===== src/rtl/dbuf_rendezvous_pkg.sv =====
package dbuf_rendezvous_pkg;
  typedef enum logic [1:0] {
    SIDE_RUN    = 2'd0,
    SIDE_CALC   = 2'd1,
    SIDE_WAIT   = 2'd2,
    SIDE_RESUME = 2'd3
  } side_state_t;
endpackage


===== src/rtl/dbuf_side.sv =====
module dbuf_side
  import dbuf_rendezvous_pkg::*;
#(
  parameter int FRAME_WORDS = 420000,
  parameter int BASE_ADDR   = 0,
  parameter int ADDR_W      = 20,
  parameter bit START_PARKED = 1'b0
) (
  input  logic              clk,
  input  logic              rst_n,
  input  logic              done,
  input  logic              peer_cont,
  output logic              go,
  output logic              cont,
  output logic              idx,
  output logic [ADDR_W-1:0] base
);
  localparam logic [ADDR_W-1:0] BUF0_BASE = ADDR_W'(BASE_ADDR);
  localparam logic [ADDR_W-1:0] BUF1_BASE = ADDR_W'(BASE_ADDR + FRAME_WORDS);

  side_state_t       st_q;
  logic              fin_q;
  logic              idx_q;
  logic [ADDR_W-1:0] base_q;
  logic [ADDR_W-1:0] next_base_q;

  always_ff @(posedge clk) begin
    if (!rst_n) begin
      st_q        <= START_PARKED ? SIDE_WAIT : SIDE_RUN;
      fin_q       <= START_PARKED;
      idx_q       <= START_PARKED;
      base_q      <= START_PARKED ? BUF1_BASE : BUF0_BASE;
      next_base_q <= START_PARKED ? BUF0_BASE : BUF1_BASE;
    end else begin
      unique case (st_q)
        SIDE_RUN: begin
          if (done) begin
            fin_q <= 1'b1;
            st_q  <= SIDE_CALC;
          end
        end
        SIDE_CALC: begin
          next_base_q <= idx_q ? BUF0_BASE : BUF1_BASE;
          st_q        <= SIDE_WAIT;
        end
        SIDE_WAIT: begin
          if (fin_q && peer_cont) st_q <= SIDE_RESUME;
        end
        SIDE_RESUME: begin
          idx_q  <= ~idx_q;
          base_q <= next_base_q;
          fin_q  <= 1'b0;
          st_q   <= SIDE_RUN;
        end
        default: st_q <= SIDE_RUN;
      endcase
    end
  end

  assign go   = (st_q == SIDE_RUN);
  assign cont = (st_q == SIDE_WAIT);
  assign idx  = idx_q;
  assign base = base_q;
endmodule


===== src/rtl/dbuf_wait_watchdog.sv =====
module dbuf_wait_watchdog #(
  parameter int LIMIT = 840000
) (
  input  logic clk,
  input  logic rst_n,
  input  logic parked,
  output logic expired
);
  localparam int CNT_W = $clog2(LIMIT + 1);

  logic [CNT_W-1:0] cnt_q;
  logic             exp_q;

  always_ff @(posedge clk) begin
    if (!rst_n) begin
      cnt_q <= '0;
      exp_q <= 1'b0;
    end else begin
      if (!parked) cnt_q <= '0;
      else if (cnt_q != CNT_W'(LIMIT)) cnt_q <= cnt_q + 1'b1;
      if (parked && cnt_q == CNT_W'(LIMIT)) exp_q <= 1'b1;
    end
  end

  assign expired = exp_q;
endmodule


===== src/rtl/dbuf_rendezvous.sv =====
module dbuf_rendezvous #(
  parameter int H_PIX     = 800,
  parameter int V_LINES   = 525,
  parameter int BASE_ADDR = 0,
  parameter int ADDR_W    = 20
) (
  input  logic              clk,
  input  logic              rst_n,
  input  logic              wr_done,
  input  logic              rd_done,
  output logic              wr_go,
  output logic              rd_go,
  output logic              wr_cont,
  output logic              rd_cont,
  output logic              wr_idx,
  output logic              rd_idx,
  output logic [ADDR_W-1:0] wr_base,
  output logic [ADDR_W-1:0] rd_base,
  output logic              wr_timeout,
  output logic              rd_timeout
);
  localparam int FRAME_WORDS = H_PIX * V_LINES;
  localparam int WAIT_LIMIT  = 2 * FRAME_WORDS;
  localparam int N_SIDES     = 2;

  logic [N_SIDES-1:0] done_v, go_v, cont_v, idx_v, tmo_v;
  logic [ADDR_W-1:0]  base_v [N_SIDES];

  assign done_v = {rd_done, wr_done};

  for (genvar g = 0; g < N_SIDES; g++) begin : g_side
    dbuf_side #(
      .FRAME_WORDS (FRAME_WORDS),
      .BASE_ADDR   (BASE_ADDR),
      .ADDR_W      (ADDR_W),
      .START_PARKED(g == 1)
    ) u_side (
      .clk      (clk),
      .rst_n    (rst_n),
      .done     (done_v[g]),
      .peer_cont(cont_v[N_SIDES-1-g]),
      .go       (go_v[g]),
      .cont     (cont_v[g]),
      .idx      (idx_v[g]),
      .base     (base_v[g])
    );

    dbuf_wait_watchdog #(
      .LIMIT(WAIT_LIMIT)
    ) u_wdog (
      .clk    (clk),
      .rst_n  (rst_n),
      .parked (cont_v[g]),
      .expired(tmo_v[g])
    );
  end

  assign wr_go      = go_v[0];
  assign rd_go      = go_v[1];
  assign wr_cont    = cont_v[0];
  assign rd_cont    = cont_v[1];
  assign wr_idx     = idx_v[0];
  assign rd_idx     = idx_v[1];
  assign wr_base    = base_v[0];
  assign rd_base    = base_v[1];
  assign wr_timeout = tmo_v[0];
  assign rd_timeout = tmo_v[1];
endmodule


===== config.mk =====
export PLATFORM = sky130hd
export DESIGN_NAME = dbuf_rendezvous
export DESIGN_NICKNAME = d
export VERILOG_FILES = /design/src/rtl/dbuf_rendezvous_pkg.sv /design/src/rtl/dbuf_side.sv /design/src/rtl/dbuf_wait_watchdog.sv /design/src/rtl/dbuf_rendezvous.sv
export SDC_FILE = /design/constraint.sdc
export NUM_CORES = 1
export LEC_CHECK = 0
export ABC_AREA = 1
export BUFFER_PORTS_ARGS = -buffer_cell sky130_fd_sc_hd__buf_2
export CELL_PAD_IN_SITES_DETAIL_PLACEMENT = 0
export CELL_PAD_IN_SITES_GLOBAL_PLACEMENT = 1
export CORE_MARGIN = 2
export CORE_UTILIZATION = 43
export CTS_BUF_LIST = sky130_fd_sc_hd__clkbuf_16
export DETAILED_ROUTE_END_ITERATION = 6
export GPL_TIMING_DRIVEN = 0
export HOLD_SLACK_MARGIN = 0.02
export PLACE_DENSITY_LB_ADDON = 0.1
export SETUP_SLACK_MARGIN = 0.05
export SLEW_MARGIN = 25
export SYNTH_ARGS = -nofsm -noshare
export SYNTH_HDL_FRONTEND = slang
export SYNTH_SLANG_ARGS = --single-unit

===== constraint.sdc =====
create_clock -name clk -period 2.4 [get_ports clk]
set_input_delay 0.6 -clock clk [delete_from_list [all_inputs] [get_ports clk]]
set_output_delay 0.6 -clock clk [all_outputs]
set_load 0.005 [all_outputs]

==> flow_summary.yaml <==
outcome:
  status: "finished clean"
sta:
  period_share_pct: 74.2
  setup_viol: 0
  fin_tns_setup_ns: 0
  relSlewSlack_pct: 62.8
  worst_slew_pin_slew_ns: 0.558
  hold_viol: 0
  fmax_ghz: 0.561
  rsz0062_at_grt: "no"
  clock_skew_ns: 0.00546
  fin_crit_ns: 1.78
  slew_viol_final: 0
floorplan:
  start_util_pct: 44.3
  die-area_um2: 8130
  io_pins: 52
  core_um2: 7210
  row_count: 31
  die_w_um: 90.2
  die_y_um: 90.2
clock_tree:
  ctsHtreeMaxLevel: 2
  cts_sinks: 54
  ctsLongestPathBuffers: 2
  clk_latency_ns: 0.29
  root_buffer: "clkbuf_16"
  cts_hold_buf: 0
  cts_tree: "done"
  cts.repair.resized: 0
  clkTransAtPathRegs_ns: 0.07
  cts_made_buffers: 5
  post_cts_buffers: 0
global_route:
  grt_pass1_vias: 2593
  grt_pass1_wl_um: 11700
  grt_overflow: 0
  antenna_found_initial: 0
  grt.total_usage_pct: 17.3
  grt_max_degree: 16
run:
  maxCapViolations: 0
synth:
  ys_ff_latch: 54
  yosysUniqueCellTypes: 33
  synthCells: 465
  ys_seq_area_share_pct: 33.8
  syn_area_um2: 3190
  avgSynthCellArea_um2: 6.87
  yosysWarnings: 0
setup_path:
  worst_path_max_delay_cell: "dfxtp_1"
  cp_data_arrival_time_ns: 1.18
  critPathTopFamily: "flip-flops"
  worstSetupPathType: "reg2out"
  startpoint_type: "register"
  crit_buf_inv: 2
  cpPeakStageDelay_ns: 0.37
  cp_cell_sequence: "inv_1 > ha_1 > buf_2"
  end_kind: "primary output"
  crit_required_ns: 1.80
  cp_max_fo: 5
layout:
  fin_util_pct: 51.2
  area_growth_pct: 15.7
  fin_nets: 538
  multi_input_area_um2: 1700
  final.fill_count: 767
  regArea_um2: 1080
  num_antenna_cells: 0
  drive_gt1_share_pct: 18.0
power_and_ir_drop:
  leakage_nw: 1.45
  ir_drop_mv: 0.276
  p_per_area_nw_per_um2: 671
  finalPower_mw: 2.48
drt:
  drt_first_pass_iters: 4
  ant_nets: 0
  via_per_inst: 4.71
  route.detailed.drc: 0
  vias: 2922
  drt-initial-drc-count: 93
  routed_wl_um: 6780
  avgRoutedWirePerCell_um: 10.9
hold_path:
  hold_class: "reg2reg"
place:
  portBuffers: 25
  place_congestion: 0.794
  hpwlAfterDp_um: 5370
-- report_power, final --
part           switching, mW  internal [mW]  total [mW]  leakage [nW]
logic                  0.331          0.288       0.620         0.936
registers             0.0857          0.979        1.06         0.437
clock network          0.313          0.483       0.796        0.0773
-- per-layer routing --
layer | share of wire [%] | track usage, % | vias up
met5 | 0 | 0 | -
met4 | 1.1 | 4.23 | 0
met3 | 3.4 | 3.19 | 6
met2 | 50 | 31.3 | 44
met1 | 45 | 21.2 | 1311
li1 | - | - | 1561
-- sequential cells by signal (all words and copies together) (netlist names) --
signal	count
g_side.u_wdog.expired	2
g_side.u_side.fin_q	2
g_side.u_side.next_base_q	2
g_side.u_side.idx	2
g_side.u_side.st_q	4
g_side.u_wdog.cnt_q	40
g_side.u_side.base	2
-- synth_stat cells --
master	count	area share (%)
clkbuf_1	2	0.24
nand2_2	7	1.4
nand3_1	33	5.2
nor2_2	5	0.98
and2_0	1	0.20
o211ai_1	1	0.24
nand2_1	89	10
dfxtp_1	54	34
and2_1	1	0.20
nor2_4	5	1.8
a21oi_2	1	0.27
clkinv_1	1	0.12
conb_1	1	0.12
nand3_2	2	0.63
buf_4	38	8.9
buf_2	1	0.16
ha_1	12	4.7
nor3_1	7	1.1
nor3b_2	1	0.39
xnor2_1	1	0.27
xor2_1	2	0.55
a21oi_1	35	5.5
o21ai_0	27	4.2
nand3b_1	4	0.94
and3_1	1	0.20
o21ai_1	2	0.31
inv_1	51	6.0
nand3b_2	1	0.35
nand4_1	15	2.9
buf_6	1	0.35
nor3b_1	1	0.24
inv_2	1	0.12
nor2_1	61	7.2
-- metrics by stage --
step | std cells | area (µm²) | worst slack [ns] | hold slack (ns)
finish | 621 | 3700 | 0.619 | 0.473
global route | 621 | 3700 | 0.535 | 0.501
CTS | 621 | 3700 | 0.601 | 0.479
detailed placement | 614 | 3540 | 0.726 | 0.456
global placement | 614 | 3540 | 0.724 | 0.458
floorplan | 490 | 3290 | 1.07 | 0.433
-- final timing paths --
kind | startpoint | endpoint | slack [ns] | cells past startpoint
setup / recovery | g_side[0].u_side.st_q[0]$_SDFFE_PN0P_ | wr_cont | 0.62 | 3
hold / removal | g_side[0].u_wdog.expired$_SDFFE_PN0P_ | g_side[0].u_wdog.expired$_SDFFE_PN0P_ | 0.47 | 2
hold reg to reg | g_side[0].u_wdog.expired$_SDFFE_PN0P_ | g_side[0].u_wdog.expired$_SDFFE_PN0P_ | 0.47 | 2
setup reg to reg | g_side[0].u_side.st_q[0]$_SDFFE_PN0P_ | g_side[0].u_wdog.cnt_q[9]$_SDFFE_PN0P_ | 0.76 | 7
-- layout by cell type, fill, tap and decap left out --
cell type	instances
nor2_1	61
xnor2_1	1
ha_1	12
conb_1	26
a21oi_2	1
nand3b_1	4
clkinv_1	2
nor2_4	5
and2_0	1
buf_2	26
nor3b_2	1
inv_2	1
and3_1	1
buf_6	1
xor2_1	2
nor3b_1	1
nand3_2	2
nor2_2	5
nand4_1	15
nand3_1	33
inv_1	51
nor3_1	7
o21ai_1	2
dfxtp_1	54
nand2_1	89
buf_4	38
a21oi_1	35
o21ai_0	27
bufinv_16	1
o211ai_1	1
and2_1	1
nand3b_2	1
clkbuf_16	5
nand2_2	7
clkbuf_1	2
-- area by class of cell --
type	instances	area share, %
Inverter	53	5.38
Clock inverter	2	0.914
Sequential cell	54	29.2
Buffer	42	8.36
Timing Repair Buffer	25	3.39
Multi-Input combinational cell	341	46.0
Tap cell	99	3.35
Clock buffer	5	3.39
-- tightest hold or removal path, cell delays in order, from the launching register on --
cell and delay, ns:
dfxtp_1 0.33, nand2_1 0.05, o21ai_0 0.06
-- cell families (layout without fill, tap and decap cells) --
kind of cell	Yosys count	after routing	synth area share, %
other	1	26	0.117
xor gates and xnor gates	3	3	0.823
buffers and inverters	95	127	15.9
AOI/OAI and AO/OA	66	66	10.5
DFF	54	54	33.8
and+or+nand+nor	234	234	34.1
adders and majority gates	12	12	4.70
Note: power is estimated with default switching activity, not from simulation.
